==> src/rtl/i2c_tgen_pkg.sv <==
`timescale 1ns/1ps
package i2c_tgen_pkg;

  typedef enum logic [2:0] {
    PH_IDLE,
    PH_LOW,
    PH_RISE,
    PH_HIGH,
    PH_SETUP,
    PH_HOLD
  } phase_e;

  typedef enum logic [1:0] {
    OP_START = 2'd0,
    OP_BIT   = 2'd1,
    OP_STOP  = 2'd2,
    OP_NONE  = 2'd3
  } op_e;

endpackage

==> src/rtl/i2c_tgen_presc.sv <==
`timescale 1ns/1ps
module i2c_tgen_presc #(
  parameter int PRE_W = 3
) (
  input  logic             clk,
  input  logic             rst_n,
  input  logic [PRE_W-1:0] prescale,
  input  logic             restart,
  output logic             tick
);

  localparam int PC_W = (1 << PRE_W) - 1;

  logic [PC_W-1:0] pc_q, pc_d, pc_max;

  always_comb begin
    pc_max = PC_W'((32'd1 << prescale) - 32'd1);
    tick   = (pc_q == pc_max);
    if (restart || tick) pc_d = '0;
    else                 pc_d = pc_q + 1'b1;
  end

  always_ff @(posedge clk or negedge rst_n) begin
    if (!rst_n) pc_q <= '0;
    else        pc_q <= pc_d;
  end

  AST_PC_IN_RANGE: assert property (@(posedge clk) disable iff (!rst_n)
    (pc_q <= pc_max) || $past(restart));

endmodule

==> src/rtl/i2c_tgen_sync.sv <==
`timescale 1ns/1ps
module i2c_tgen_sync #(
  parameter int WIDTH  = 2,
  parameter int STAGES = 2
) (
  input  logic             clk,
  input  logic             rst_n,
  input  logic [WIDTH-1:0] din,
  output logic [WIDTH-1:0] dout,
  output logic [WIDTH-1:0] all_high
);

  for (genvar g = 0; g < WIDTH; g++) begin : g_line
    logic [STAGES-1:0] sh_q, sh_d;

    always_comb sh_d = {sh_q[STAGES-2:0], din[g]};

    always_ff @(posedge clk or negedge rst_n) begin
      if (!rst_n) sh_q <= '1;
      else        sh_q <= sh_d;
    end

    assign dout[g]     = sh_q[STAGES-1];
    assign all_high[g] = &sh_q;
  end

endmodule

==> src/rtl/i2c_tgen_fsm.sv <==
`timescale 1ns/1ps
module i2c_tgen_fsm
  import i2c_tgen_pkg::*;
#(
  parameter int FIELD_W = 6
) (
  input  logic               clk,
  input  logic               rst_n,
  input  logic               enable,
  input  logic               tick,
  input  logic [FIELD_W-1:0] cfg_high,
  input  logic [FIELD_W-1:0] cfg_low,
  input  logic [FIELD_W-1:0] cfg_sethold,
  input  logic [FIELD_W-1:0] cfg_datavd,
  input  logic               cmd_valid,
  input  logic [1:0]         cmd_op,
  input  logic               cmd_bit,
  input  logic               scl_high,
  input  logic               sda_level,
  output logic               restart,
  output logic               scl_oe,
  output logic               sda_oe,
  output logic               busy,
  output logic               drive_stb,
  output logic               sample_stb,
  output logic               sample_bit,
  output logic               op_done
);

  phase_e             state_q, state_d;
  op_e                op_q, op_d;
  logic               bit_q, bit_d;
  logic               scl_q, scl_d;
  logic               sda_q, sda_d;
  logic [FIELD_W-1:0] cnt_q, cnt_d;
  logic [FIELD_W-1:0] target;
  logic               accept, last, drive_hit, smp, done;

  // Phase length selection and tick bookkeeping
  always_comb begin
    unique case (state_q)
      PH_LOW:            target = cfg_low;
      PH_SETUP, PH_HOLD: target = cfg_sethold;
      default:           target = cfg_high;
    endcase
    last      = tick && (cnt_q == target - 1'b1);
    drive_hit = (state_q == PH_LOW) && tick && (cnt_q == cfg_datavd - 1'b1);
    accept    = enable && (state_q == PH_IDLE) && cmd_valid && (cmd_op != OP_NONE);
  end

  // Next-state logic
  always_comb begin
    state_d = state_q;
    op_d    = op_q;
    bit_d   = bit_q;
    scl_d   = scl_q;
    sda_d   = sda_q;
    smp     = 1'b0;
    done    = 1'b0;
    if (!enable) begin
      state_d = PH_IDLE;
      scl_d   = 1'b0;
      sda_d   = 1'b0;
    end else begin
      unique case (state_q)
        PH_IDLE: begin
          if (accept) begin
            op_d  = op_e'(cmd_op);
            bit_d = cmd_bit;
            if (op_e'(cmd_op) == OP_START && !scl_q) begin
              state_d = PH_RISE;
            end else begin
              state_d = PH_LOW;
              scl_d   = 1'b1;
            end
          end
        end
        PH_LOW: begin
          if (drive_hit) begin
            unique case (op_q)
              OP_START: sda_d = 1'b0;
              OP_STOP:  sda_d = 1'b1;
              default:  sda_d = ~bit_q;
            endcase
          end
          if (last) begin
            scl_d   = 1'b0;
            state_d = PH_RISE;
          end
        end
        PH_RISE: begin
          if (scl_high) state_d = (op_q == OP_BIT) ? PH_HIGH : PH_SETUP;
        end
        PH_HIGH: begin
          if (last) begin
            smp     = 1'b1;
            done    = 1'b1;
            scl_d   = 1'b1;
            state_d = PH_IDLE;
          end
        end
        PH_SETUP: begin
          if (last) begin
            if (op_q == OP_START) begin
              sda_d   = 1'b1;
              state_d = PH_HOLD;
            end else begin
              sda_d   = 1'b0;
              done    = 1'b1;
              state_d = PH_IDLE;
            end
          end
        end
        PH_HOLD: begin
          if (last) begin
            scl_d   = 1'b1;
            done    = 1'b1;
            state_d = PH_IDLE;
          end
        end
        default: state_d = PH_IDLE;
      endcase
    end

    restart = (state_d != state_q);
    if (restart || state_q == PH_IDLE || state_q == PH_RISE) cnt_d = '0;
    else if (tick)                                           cnt_d = cnt_q + 1'b1;
    else                                                     cnt_d = cnt_q;
  end

  // State registers
  always_ff @(posedge clk or negedge rst_n) begin
    if (!rst_n) begin
      state_q <= PH_IDLE;
      op_q    <= OP_BIT;
      bit_q   <= 1'b1;
      scl_q   <= 1'b0;
      sda_q   <= 1'b0;
      cnt_q   <= '0;
    end else begin
      state_q <= state_d;
      op_q    <= op_d;
      bit_q   <= bit_d;
      scl_q   <= scl_d;
      sda_q   <= sda_d;
      cnt_q   <= cnt_d;
    end
  end

  assign scl_oe     = scl_q;
  assign sda_oe     = sda_q;
  assign busy       = (state_q != PH_IDLE);
  assign drive_stb  = enable && drive_hit;
  assign sample_stb = smp;
  assign sample_bit = sda_level;
  assign op_done    = done;

  AST_DISABLE_RELEASES: assert property (@(posedge clk) disable iff (!rst_n)
    !enable |=> (!scl_oe && !sda_oe && !busy));
  AST_HIGH_AFTER_PIN: assert property (@(posedge clk) disable iff (!rst_n)
    (state_q == PH_HIGH && $past(state_q) == PH_RISE) |-> $past(scl_high));
  AST_SAMPLE_SCL_FREE: assert property (@(posedge clk) disable iff (!rst_n)
    sample_stb |-> (!scl_oe && op_done));
  AST_DRIVE_SCL_LOW: assert property (@(posedge clk) disable iff (!rst_n)
    drive_stb |-> scl_oe);
  AST_OP_HELD_BUSY: assert property (@(posedge clk) disable iff (!rst_n)
    (busy && $past(busy)) |-> $stable(op_q));
  AST_START_LEAVES_LOW: assert property (@(posedge clk) disable iff (!rst_n)
    (op_done && op_q == OP_START) |=> (scl_oe && sda_oe));
  AST_STOP_LEAVES_FREE: assert property (@(posedge clk) disable iff (!rst_n)
    (op_done && op_q == OP_STOP) |=> (!scl_oe && !sda_oe && !busy));

endmodule

==> src/rtl/i2c_scl_timer.sv <==
`timescale 1ns/1ps
module i2c_scl_timer #(
  parameter int PRE_W   = 3,
  parameter int FIELD_W = 6,
  parameter int SYNC_N  = 2
) (
  input  logic               clk,
  input  logic               rst_n,
  input  logic               enable,
  input  logic [PRE_W-1:0]   cfg_prescale,
  input  logic [FIELD_W-1:0] cfg_high,
  input  logic [FIELD_W-1:0] cfg_low,
  input  logic [FIELD_W-1:0] cfg_sethold,
  input  logic [FIELD_W-1:0] cfg_datavd,
  input  logic               cmd_valid,
  input  logic [1:0]         cmd_op,
  input  logic               cmd_bit,
  input  logic               scl_in,
  input  logic               sda_in,
  output logic               scl_oe,
  output logic               sda_oe,
  output logic               busy,
  output logic               drive_stb,
  output logic               sample_stb,
  output logic               sample_bit,
  output logic               op_done
);

  localparam int LINES = 2;

  logic             tick, restart;
  logic [LINES-1:0] pins, pins_sync, pins_high;

  assign pins = {sda_in, scl_in};

  i2c_tgen_presc #(.PRE_W(PRE_W)) u_presc (
    .clk      (clk),
    .rst_n    (rst_n),
    .prescale (cfg_prescale),
    .restart  (restart),
    .tick     (tick)
  );

  i2c_tgen_sync #(.WIDTH(LINES), .STAGES(SYNC_N)) u_sync (
    .clk      (clk),
    .rst_n    (rst_n),
    .din      (pins),
    .dout     (pins_sync),
    .all_high (pins_high)
  );

  i2c_tgen_fsm #(.FIELD_W(FIELD_W)) u_fsm (
    .clk         (clk),
    .rst_n       (rst_n),
    .enable      (enable),
    .tick        (tick),
    .cfg_high    (cfg_high),
    .cfg_low     (cfg_low),
    .cfg_sethold (cfg_sethold),
    .cfg_datavd  (cfg_datavd),
    .cmd_valid   (cmd_valid),
    .cmd_op      (cmd_op),
    .cmd_bit     (cmd_bit),
    .scl_high    (pins_high[0]),
    .sda_level   (pins_sync[1]),
    .restart     (restart),
    .scl_oe      (scl_oe),
    .sda_oe      (sda_oe),
    .busy        (busy),
    .drive_stb   (drive_stb),
    .sample_stb  (sample_stb),
    .sample_bit  (sample_bit),
    .op_done     (op_done)
  );

endmodule

==> config.mk <==
export PLATFORM = sky130hd
export DESIGN_NAME = i2c_scl_timer
export DESIGN_NICKNAME = d
export VERILOG_FILES = /design/src/rtl/i2c_tgen_pkg.sv /design/src/rtl/i2c_tgen_presc.sv /design/src/rtl/i2c_tgen_sync.sv /design/src/rtl/i2c_tgen_fsm.sv /design/src/rtl/i2c_scl_timer.sv
export SDC_FILE = /design/constraint.sdc
export NUM_CORES = 1
export LEC_CHECK = 0
export BUFFER_PORTS_ARGS = -buffer_cell sky130_fd_sc_hd__buf_2
export CAP_MARGIN = 20
export CORE_MARGIN = 1
export CORE_UTILIZATION = 56
export CTS_BUF_LIST = sky130_fd_sc_hd__clkbuf_16
export DETAILED_ROUTE_END_ITERATION = 8
export PLACE_DENSITY = 0.81
export SYNTH_ARGS = -nofsm -noshare
export SYNTH_HDL_FRONTEND = slang
export SYNTH_SLANG_ARGS = --single-unit
==> constraint.sdc <==
create_clock -name clk -period 3.6 [get_ports clk]
set_input_delay 0.18 -clock clk [delete_from_list [all_inputs] [get_ports clk]]
set_output_delay 0.18 -clock clk [all_outputs]
set_load 0.01 [all_outputs]
# Yosys cells after proc, flatten, opt, wreduce, memory -nomap -nowiden
# Index checks and enable logic that the tools add are counted.
# Widths: inputs -> output; s select.
# totals
output_inout_bits	7
reg_bits	25
elab_cells	92
in_bits	36
# classes
reduce_logical	23
shifts	1
n_eq_ne	20
n_bitwise	1
mux	33
add_sub_neg	5
# op_table
operator	count
$mux 3	8
$mux 1	15
$ne 3x2->1 const B	5
$pmux 3 s5	1
$eq 6x6->1	2
$mux 6	2
$pmux 6 s2	1
$sub 6x1->6 const B	2
$logic_and 1x1->1	8
$add 7x1->7 const B	1
$eq 7x7->1	1
$mux 7	1
$shl 1x3->7 const A	1
$sub 7x1->7 const B	1
$add 6x1->6 const B	1
$eq 3x2->1 const B	2
$eq 3x3->1 const B	2
$pmux 1 s2	3
$reduce_and 3->1	2
$reduce_and 5->1	1
$logic_not 2->1	2
$ne 4x2->1 const B	1
$reduce_or 2->1	2
$eq 3x1->1 const B	1
15 further kinds	17

# Depth between registers and ports, before layout
# Gate-level depths: netlist of the first run.
# logic_depth
word_depth	13
depth_mapped	13

# By module
# A second synthesis of the first run with hierarchy kept.
# hier_totals
cells_unflattened	232
hier_area_um2	2107.0
# modules_own_cells
module	seq_area_each_um2	cells_per_inst	area_per_inst_um2	n_inst
i2c_tgen_fsm	352.8	161	1360.1	1
i2c_tgen_presc	175.2	63	614.3	1
i2c_tgen_sync	105.1	8	132.6	1

# Worst setup path after synthesis of the first run
# OpenSTA, ideal clock, no wires.
# synth_path
path_kind	register to output
start	reg u_fsm.state_q[0]
end	out sample_stb
t_arrival_ns	2.892
path_buffers	1
setup_slack_ns	0.528
path_stages_with_launch	12
path_cell_list	dfrtp_1 > buf_6 > nor2_1 > o21a_1 > or2_2 > ha_1 > xnor2_1 > or3b_4 > nor4_4 > and3_2 > nand3_1 > nor4_1
# synth_via
elab_chain_len	9
# synth_rtl
element	line	text
start: declaration	i2c_tgen_fsm.sv:30	phase_e state_q, state_d;
start signal: assignment	i2c_tgen_fsm.sv:141	state_q <= state_d;
$eq 3x3->1	i2c_tgen_fsm.sv:41	unique case (state_q)
$reduce_or 2->1	i2c_tgen_fsm.sv:41	
$pmux 6 s2	i2c_tgen_fsm.sv:41	
$sub 6x1->6	i2c_tgen_fsm.sv:46	last = tick && (cnt_q == target - 1'b1);
$eq 6x6->1	i2c_tgen_fsm.sv:46	
$logic_and 1x1->1	i2c_tgen_fsm.sv:46	
$mux 1	i2c_tgen_fsm.sv:95	if (last) begin
$mux 1 *	i2c_tgen_fsm.sv:65	unique case (state_q)
$mux 1 *	i2c_tgen_fsm.sv:60	if (!enable) begin
end: declaration	i2c_scl_timer.sv:24	output logic sample_stb,
# Mark *: on every way between the ends. The rest lies on a longest branch, timed or not.

# Worst setup path after layout of the first run
# layout_path
start	reg u_fsm.state_q[1]
end	out op_done
# layout_via
elab_chain_len	9
# layout_rtl
element	line	text
$eq 3x3->1	i2c_tgen_fsm.sv:41, i2c_tgen_fsm.sv:65	
$reduce_or 2->1	i2c_tgen_fsm.sv:41	
$pmux 6 s2	i2c_tgen_fsm.sv:41	
$sub 6x1->6	i2c_tgen_fsm.sv:46	
$eq 6x6->1	i2c_tgen_fsm.sv:46	
$logic_and 1x1->1	i2c_tgen_fsm.sv:46	
$mux 1, on equally long branches	i2c_tgen_fsm.sv:95, i2c_tgen_fsm.sv:115, i2c_tgen_fsm.sv:103	
$pmux 1 s2 *	i2c_tgen_fsm.sv:65	
$mux 1 *	i2c_tgen_fsm.sv:60	
end: declaration	i2c_scl_timer.sv:26	output logic op_done
# Marks and branches as above.

==> results of run 1 <==
flip-flops by register name, summed over array words and instances (netlist names):
name and count:
u_fsm.cnt_q 6, u_fsm.sda_oe 1, u_fsm.state_q 3, u_presc.pc_q 7, u_fsm.bit_q 1, u_fsm.op_q 2
u_fsm.scl_oe 1, u_sync.g_line.sh_q 4
Yosys cell counts (3+ instances only):
cell,instances
ha_1,5
a211oi_1,3
o21ai_0,7
and3_1,3
buf_6,6
nor3b_1,4
nor2b_1,4
dfstp_2,6
dfrtp_1,19
o22ai_1,3
nand3_1,11
xor2_1,11
and2_1,3
nand2_1,19
a21oi_1,10
nor4_1,4
o211ai_1,3
xnor2_1,17
inv_1,8
nand2b_1,5
nor3_1,13
clkbuf_1,4
nand4_1,4
nor2_1,24
o21a_1,4
worst max-delay path: stages, from the launching register on:
cell,delay (ps)
dfrtp_1,440
nand2b_4,250
o22ai_1,120
or2_2,290
ha_1,210
xnor2_1,190
a21oi_1,70
or3b_4,390
nor4_4,310
buf_4,180
nand3_4,100
nor3_1,270
buf_2,170
power by group through the flow:
stage / combinational, mW / clock (mW) / sequential [mW]
2_1_floorplan: 0.221 / 0 / 0.353
3_3_place_gp: 0.269 / 0 / 0.366
3_5_place_dp: 0.278 / 0 / 0.368
4_1_cts: 0.281 / 0.248 / 0.363
5_1_grt: 0.316 / 0.259 / 0.370
6_report: 0.284 / 0.242 / 0.363
area by class of cell:
| type | count | area [µm²] | area share |
|---|---|---|---|
| clock buffers | 3 | 75.1 | 0.0297 |
| clock inverters | 1 | 5.00 | 0.00198 |
| inverters | 10 | 37.5 | 0.0149 |
| multi-input cells | 207 | 1460 | 0.576 |
| flip-flops and latches | 25 | 634 | 0.251 |
| well taps | 48 | 60.1 | 0.0238 |
| repair buffers | 48 | 258 | 0.102 |
stage by stage:
step | instance area (µm²) | setup slack, ps
finish | 2520 | 182
global route | 2520 | 41.2
CTS | 2510 | 17.9
detailed placement | 2420 | 289
global placement | 2420 | 374
floorplan | 2250 | 528
worst paths after layout:
path / from / end / slack [ps] / cells after the start
min in group asynchronous: rst_n / u_fsm.state_q[0]$_DFF_PN0_ / 470 / 2
max in group asynchronous: rst_n / u_fsm.state_q[2]$_DFF_PN0_ / 2740 / 2
worst max register to register: u_fsm.state_q[1]$_DFF_PN0_ / u_fsm.cnt_q[4]$_DFFE_PN0P_ / 320 / 12
worst min-delay path: scl_in / u_sync.g_line[0].sh_q[0]$_DFF_PN1_ / 20 / 1
worst max-delay path: u_fsm.state_q[1]$_DFF_PN0_ / op_done / 180 / 12
worst min register to register: u_sync.g_line[1].sh_q[0]$_DFF_PN1_ / u_sync.g_line[1].sh_q[1]$_DFF_PN1_ / 360 / 0
per-layer routing:
metal | GRT usage | up-vias | share of wire
met3 | 0.0451 | 11 | 0.063
met2 | 0.366 | 75 | 0.43
met1 | 0.360 | 959 | 0.49
met4 | 0.0842 | 0 | 0.019
met5 | 0 | - | 0
li1 | - | 1005 | -
kinds of logic after synthesis:
| group | count (synthesis) | synth area share |
|---|---|---|
| XOR/XNOR | 28 | 0.109 |
| AND/OR/NAND/NOR | 114 | 0.297 |
| adder cells (fa/ha/maj) | 5 | 0.0278 |
| flip-flops | 25 | 0.282 |
| buffers and inverters | 24 | 0.0712 |
| multiplexers | 3 | 0.0139 |
| AO/OA/AOI/OAI | 57 | 0.199 |
what timing repair did:
action	in CTS	in global routing
setup endpoints to repair	0	3
gates resized for setup	0	1
buffers inserted	0	2
hold endpoints to repair	19	0
hold buffers	1	0
==> impl_metrics.tcl, run 1 <==
set metrics [dict create \
    clockBufferDepth 2 \
    yosys-top-cells-area "dfrtp_1 (21%), dfstp_2 (7.0%), xnor2_1 (6.6%)" \
    synth_nets 297 \
    drt-total-wl_um 4990 \
    power_mw 0.889 \
    swShare 0.326 \
    place_congestion 0.940 \
    rsz0062_at_grt "no" \
    hold_path.class "input port to flip-flop" \
    critPathMaxFanout 11 \
    ir_drop_mv 0.305 \
    grt_pass1_wl_um 8140 \
    syn_area_per_cell_um2 8.78 \
    fin_tns_setup_ps 0 \
    tightest_slew_ps 602 \
    dp_hpwl_um 3770 \
    cts-buffers-inserted 3 \
    num_antenna_cells 0 \
    criticalPathCategory "flip-flop to primary output" \
    final_cell_mix "buf_2 (42), nor2_1 (24), nand2_1 (19)" \
    hold_viol_final 0 \
    io_buffers 42 \
    coreArea_mm2 0.00374 \
    clkLatencyLatePin_ps 260 \
    layout-drive-gt1-share 0.276 \
    dp_cells 335 \
    synthArstFlopShare 1.00 \
    run_status "finished clean" \
    period_needed_ps 3420 \
    power_frac_seq 0.408 \
    p_switching_mw 0.290 \
    nets 336 \
    synth_largest_area_cell "dfrtp_1" \
    ys.warnings.count 0 \
    cts_sinks 25 \
    dr_total_vias 2050 \
    die_area_mm2 0.00427 \
    fin_skew_ps 7.76 \
    antenna_found_initial 0 \
    routedWlPerCell_um 14.6 \
    p_leak_nw 1.06 \
    maxSlewViolCount 0 \
    intPower_mw 0.600 \
    area_delta_synth_final_pct 12.3 \
    holdWs_ps 19.4 \
    start_util 0.601 \
    vias_per_cell 5.99 \
    yosysSeqAreaShare 0.282 \
    synth.cell_area_mm2 0.00225 \
    synth.distinct_cells 73 \
    cp-end-kind "primary output" \
    fin_util 0.674 \
    p_per_area_mw_per_mm2 352 \
    relSlewSlack 0.595 \
    max_cap_violations 0 \
    antenna_left 0 \
    boundaryPins 43 \
    cts.reportedPaths.clkPinSlew_ps 60 \
    row_count 22 \
    h-tree-depth 1 \
    cp.arrival_ps 3240 \
    layout_commonest_cell "buf_2" \
    cts_tree "built" \
    grt_start_max_net_pins 26 \
    setup_viol 0 \
    ys_seq_elements 25 \
    timing.fmax_ghz 0.293 \
    critPathLaunchType "flip-flop" \
    finalCritPeriodShare 0.949 \
    drt_iter0_markers 112 \
    drc 0 \
    required_ps 3420 \
    grt_usage 0.248 \
    final-instance-count-excl-fill 342 \
    fill_cells 314 \
    clock_power_share 0.272 \
    die_h_um 65.4 \
    grt_pass1_vias 1761 \
    grt_overflow 0 \
    synthCells 256 \
    p_comb_frac 0.320 \
    drt_pass1_iterations 4 \
    yosys.area.top_type_share 0.211 \
    synthFlopType "dfrtp_1" \
    cts_root_buf "clkbuf_16" \
    synth_edf_count 0 \
    fp.dieW_um 65.4 \
]
No activity file was read; power rests on OpenSTA's default activity.
==> run 2, diff against run 1 <==
ABC_AREA = 1   (was unset)
==> impl_metrics.tcl, run 2 <==
set metrics [dict create \
    largest_reg_flops 7 \
    drt_pass1_iterations 4 \
    synth.cell_area_mm2 0.00220 \
    die_h_um 64.6 \
    synthArstFlopShare 1.00 \
    hold_viol_final 0 \
    wl_met2_um 2190 \
    p_leak_nw 1.34 \
    final_cell_mix "nand2_1 (95), inv_1 (45), buf_2 (42)" \
    clock_power_share 0.274 \
    die_area_mm2 0.00418 \
    holdWs_ps 15.4 \
    required_ps 3780 \
    criticalPathCategory "flip-flop to flip-flop" \
    yosys-top-cells-area "dfrtp_1 (22%), nand2_1 (16%), inv_1 (7.7%)" \
    max_stage_delay_ps 540 \
    io_buffers 42 \
    synthTopCellsByCount "nand2_1 (95), inv_1 (45), nor2_1 (39), nand3_1 (26), dfrtp_1 (19)" \
    layout_commonest_cell "nand2_1" \
    setup_viol 0 \
    antenna_left 0 \
    area_delta_synth_final_pct 15.2 \
    yosysSeqAreaShare 0.288 \
    swShare 0.349 \
    synthFlopType "dfrtp_1" \
    cp.arrival_ps 3270 \
    vias_per_cell 5.13 \
    syn_area_per_cell_um2 6.74 \
    place_ws_ps 526 \
    grt_usage 0.236 \
    grt_pass1_wl_um 7880 \
    synth_nets 367 \
    coreArea_mm2 0.00372 \
    clkLatencyLatePin_ps 260 \
    antenna_found_initial 0 \
    place_area_mm2 0.00244 \
    hold_path.class "input port to flip-flop" \
    multi_input_area_mm2 0.00136 \
    row_count 22 \
    grt_start_max_net_pins 26 \
    ys.warnings.count 0 \
    cts_resized 0 \
    synthCells 326 \
    yosysMostFrequentCell "nand2_1" \
    setup_ws_ps 506 \
    rsz0062_at_grt "no" \
    fp.dieW_um 64.6 \
    wl_met3_um 233 \
    synth_largest_area_cell "dfrtp_1" \
    p_per_area_mw_per_mm2 362 \
    maxSlewViolCount 0 \
    ys_seq_elements 25 \
    run_status "finished clean" \
    drc 0 \
    relSlewSlack 0.630 \
    fill_cells 326 \
    largest-register "u_presc.pc_q" \
    synth.distinct_cells 36 \
    timing.fmax_ghz 0.323 \
    drt-total-wl_um 4580 \
    grt_pass1_vias 1902 \
    cts.reportedPaths.clkPinSlew_ps 60 \
    num_antenna_cells 0 \
    yosys.area.top_type_share 0.217 \
    cp-end-kind "flip-flop" \
    cts_root_buf "clkbuf_16" \
    finalCritPeriodShare 0.859 \
    synth_edf_count 0 \
    cts_sinks 25 \
    path_buf_inv 2 \
    h-tree-depth 1 \
    layout-drive-gt1-share 0.231 \
    place_congestion 0.939 \
    clockBufferDepth 2 \
    start_util 0.591 \
    grt_overflow 0 \
    cpMostUsedCell "nand2_1" \
    cts_tree "built" \
    p_switching_mw 0.319 \
    drt_iter0_markers 102 \
    final_area_mm2 0.00253 \
    max_cap_violations 0 \
    dp_hpwl_um 3700 \
    highest_layer "met4" \
    top_regs "u_presc.pc_q: 7 flops, u_fsm.cnt_q: 6 flops, u_sync.g_line.sh_q: 4 flops" \
    crit_family "simple AND/OR/NAND/NOR gates" \
    dr_total_vias 2132 \
    seq_area_um2 633 \
    critPathMaxFanout 8 \
    path_cells "inv_1 > nor2_4 > nand2_1 > nand3_2 > inv_1 > ha_1 > xor2_1 > nand2_1 > nor2_1 > nand2_1 > nor2_4 > nand3_4 > a21oi_1 > nand2_1 > nand3_1 > nand3_2 > nor2_8 > nand2_4 > nor3_2" \
    wl_met1_um 2120 \
    cts-buffers-inserted 3 \
    nets 410 \
    routedWlPerCell_um 11.0 \
    ir_drop_mv 0.269 \
    power_mw 0.914 \
    tightest_slew_ps 555 \
    fin_skew_ps 2.32 \
    p_comb_frac 0.332 \
    boundaryPins 43 \
    intPower_mw 0.595 \
    power_frac_seq 0.393 \
    critPathLaunchType "flip-flop" \
    fin_tns_setup_ps 0 \
    period_needed_ps 3090 \
    slowest_stage "dfrtp_1" \
]
-- run 2: cell types whose count changed after synthesis, sizes merged, moves of 6 or more --
cell	before	now
inv	10	46
nand2	19	101
nand2b	6	0
nand3	12	31
nand4	5	13
nor2	24	52
nor3	13	5
xnor2	17	7
-- run 2: metal layers --
metal | vias up | GRT usage
met5 | - | 0
met4 | 0 | 0.0694
li1 | 1121 | -
met2 | 66 | 0.413
met3 | 4 | 0.0211
met1 | 941 | 0.308
-- run 2: worst register-to-register path, stage by stage, from the launching register on --
cell     delay, ps
dfrtp_1        540
inv_1          150
nor2_4         190
nand2_1        100
nand3_2        130
inv_1           80
ha_1           300
xor2_1         130
nand2_1         70
nor2_1          80
nand2_1         90
nor2_4         160
nand3_4        120
a21oi_1        150
nand2_1         90
nand3_1         90
nand3_2        120
nor2_8         200
nand2_4        100
nor3_2         120
-- run 2: metrics by stage --
step | std cells | util
floorplan | 326 | -
global placement | 411 | 0.656
detailed placement | 411 | 0.656
CTS | 416 | 0.680
global route | 416 | 0.680
finish | 416 | 0.680
-- run 2: cell type report --
cell class / count / share of cell area
clock buffer: 3 / 0.0297
clock inverter: 1 / 0.00297
inverter: 46 / 0.0683
multi-input combinational: 250 / 0.538
sequential: 25 / 0.250
tap: 48 / 0.0238
timing repair buffer: 43 / 0.0871
-- run 2: power groups by stage --
stage,clock network [mW],logic [mW],registers (mW)
global placement,0,0.300,0.361
detailed placement,0,0.303,0.364
global route,0.265,0.350,0.364
CTS,0.255,0.306,0.360
finish,0.251,0.304,0.360
floorplan,0,0.237,0.355
-- run 2: cells by family after synthesis --
group,count (synthesis),synth area share
DFF,25,0.288
and+or+nand+nor,207,0.458
AOI/OAI and AO/OA,20,0.0610
buffers and inverters,51,0.0923
adders and majority gates,5,0.0285
xor gates and xnor gates,18,0.0718
-- run 2: what timing repair did --
action / 4_1_cts / 5_1_grt
hold endpoints to repair: 19 / 0
hold buffers: 1 / 0
buffers inserted: 0 / 0
-- run 2: final timing paths --
check / startpoint / to / slack [ps] / depth (start not counted)
min in group asynchronous: rst_n / u_fsm.state_q[0]$_DFF_PN0_ / 440 / 2
max: u_fsm.state_q[2]$_DFF_PN0_ / u_presc.pc_q[2]$_DFF_PN0_ / 510 / 19
min: sda_in / u_sync.g_line[1].sh_q[0]$_DFF_PN1_ / 20 / 1
max in group asynchronous: rst_n / u_sync.g_line[1].sh_q[0]$_DFF_PN1_ / 2780 / 2
min reg2reg: u_sync.g_line[1].sh_q[0]$_DFF_PN1_ / u_sync.g_line[1].sh_q[1]$_DFF_PN1_ / 360 / 0
max reg2reg: u_fsm.state_q[2]$_DFF_PN0_ / u_presc.pc_q[2]$_DFF_PN0_ / 510 / 19
==> run 3, diff against run 2 <==
ABC_CLOCK_PERIOD_IN_PS = 2600   (was unset)
CORE_UTILIZATION = 50   (was 56)
PLACE_DENSITY = 0.76   (was 0.81)
clock period = 2.6 ns   (was 3.6 ns; I/O delays follow)
==> impl_metrics.tcl, run 3 (synthesis results as in run 2) <==
set metrics [dict create \
    dp_hpwl_um 4180 \
    layout-drive-gt1-share 0.372 \
    whs_path_depth 3 \
    fp.dieW_um 68.3 \
    cp.arrival_ps 3090 \
    place_congestion 0.935 \
    swShare 0.351 \
    relSlewSlack 0.625 \
    antenna_left 0 \
    row_count 23 \
    layout_commonest_cell "nand2_1" \
    drc 0 \
    vias_per_cell 5.18 \
    p_leak_nw 1.56 \
    cts_sinks 25 \
    area_delta_synth_final_pct 37.1 \
    setup_ws_ps -298 \
    hold_viol_final 0 \
    grt_start_max_net_pins 26 \
    ir_drop_mv 0.427 \
    top_regs "u_presc.pc_q: 7 flops, u_fsm.cnt_q: 6 flops, u_sync.g_line.sh_q: 4 flops" \
    die_area_mm2 0.00466 \
    max_cap_violations 0 \
    setup_viol 17 \
    criticalPathCategory "flip-flop to flip-flop" \
    drt_pass1_iterations 4 \
    critPathMaxFanout 5 \
    cts-buffers-inserted 3 \
    drt-total-wl_um 5790 \
    fin_skew_ps 4.85 \
    hold_path.class "input port to flip-flop" \
    nets 456 \
    routedWlPerCell_um 12.5 \
    holdWs_ps 95.6 \
    violations "setup timing" \
    required_ps 2790 \
    power_frac_seq 0.358 \
    cts_tree "built" \
    num_antenna_cells 0 \
    period_needed_ps 2900 \
    rsz0062_at_grt "yes" \
    timing.fmax_ghz 0.345 \
    dr_total_vias 2402 \
    final_cell_mix "nand2_1 (87), inv_1 (43), buf_4 (43)" \
    clkLatencyLatePin_ps 260 \
    grt_pass1_wl_um 9330 \
    finalCritPeriodShare 1.11 \
    p_comb_frac 0.394 \
    intPower_mw 0.899 \
    tightest_slew_ps 562 \
    rrSetupSlack_ps -300 \
    start_util 0.534 \
    rr_worst_depth 23 \
    final-instance-count-excl-fill 464 \
    grt_overflow 0 \
    dp_cells 440 \
    drt_iter0_markers 129 \
    fin_util 0.732 \
    clockBufferDepth 2 \
    largest_reg_flops 7 \
    cp-end-kind "flip-flop" \
    largest-register "u_presc.pc_q" \
    run_status "finished with violations" \
    critPathLaunchType "flip-flop" \
    grt_usage 0.266 \
    final_area_mm2 0.00301 \
    cts_root_buf "clkbuf_16" \
    maxSlewViolCount 0 \
    die_h_um 68.3 \
    p_per_area_mw_per_mm2 460 \
    cts.reportedPaths.clkPinSlew_ps 60 \
    fill_cells 309 \
    clock_power_share 0.248 \
    io_buffers 42 \
    boundaryPins 43 \
    place_area_mm2 0.00268 \
    antenna_found_initial 0 \
    p_switching_mw 0.485 \
    h-tree-depth 1 \
    grt_pass1_vias 2229 \
    coreArea_mm2 0.00412 \
]
[run 3: path summary, 6_finish.rpt]
check	end	from
setup reg to reg	u_fsm.state_q[2]$_DFF_PN0_	u_fsm.state_q[2]$_DFF_PN0_
min in group asynchronous	u_fsm.state_q[1]$_DFF_PN0_	rst_n
max in group asynchronous	u_fsm.state_q[0]$_DFF_PN0_	rst_n
hold / removal	u_fsm.bit_q$_DFFE_PN1P_	cmd_bit
setup / recovery	u_fsm.state_q[2]$_DFF_PN0_	u_fsm.state_q[2]$_DFF_PN0_
hold reg to reg	u_sync.g_line[1].sh_q[1]$_DFF_PN1_	u_sync.g_line[1].sh_q[0]$_DFF_PN1_
[run 3: through the flow]
| stage | setup TNS (ps) | total power [mW] | worst slack, ps |
|---|---|---|---|
| global route | -7400 | 1.47 | -519 |
| floorplan | -21.8 | 0.831 | -21.8 |
| CTS | -1860 | 1.37 | -160 |
| global placement | -1370 | 0.962 | -132 |
| detailed placement | -2560 | 0.979 | -233 |
| finish | -3160 | 1.38 | -298 |
[run 3: worst max-delay path, stage by stage, from the launching register on]
cell and delay (ps):
dfrtp_2 480, inv_4 90, nor2_4 50, buf_4 130
buf_4 130, nand2_2 60, nand2_1 60, nor2_2 150
nand2_2 80, nor2_4 110, nand2_1 60, nand2_1 50
nand2_1 150, nand4_1 180, nand2_1 90, nand2_2 100
nand2_2 60, buf_4 140, buf_4 120, buf_4 120
buf_4 120, buf_4 120, buf_4 120, inv_1 70
[run 3: cell type report]
cell class	instances	area, µm²	area share
inverters	46	178	0.0590
well taps	50	62.6	0.0208
repair buffers	89	583	0.194
clock inverters	1	5.00	0.00166
clock buffers	3	75.1	0.0249
multi-input cells	250	1470	0.488
flip-flops and latches	25	637	0.212
[run 3: repair_timing]
action | in CTS | in global routing
pin swaps | 15 | 12
setup buffers | 12 | 5
hold buffers | 3 | 0
gates resized for setup | 9 | 14
endpoints found under the setup margin | 16 | 20
hold endpoints to repair | 21 | 0
gates cloned | 0 | 0
[run 3: power groups by stage]
stage / Combinational, mW / Sequential [mW] / Clock, mW
floorplan: 0.339 / 0.492 / 0
global placement: 0.463 / 0.499 / 0
detailed placement: 0.477 / 0.503 / 0
CTS: 0.525 / 0.495 / 0.350
global route: 0.607 / 0.503 / 0.361
finish: 0.545 / 0.496 / 0.343
[run 3: layer usage]
| layer | routed length, µm | global-route usage |
|---|---|---|
| met1 | 2570 | 0.323 |
| met2 | 2840 | 0.467 |
| met3 | 226 | 0.0350 |
| met4 | 155 | 0.109 |
| met5 | 0 | 0 |
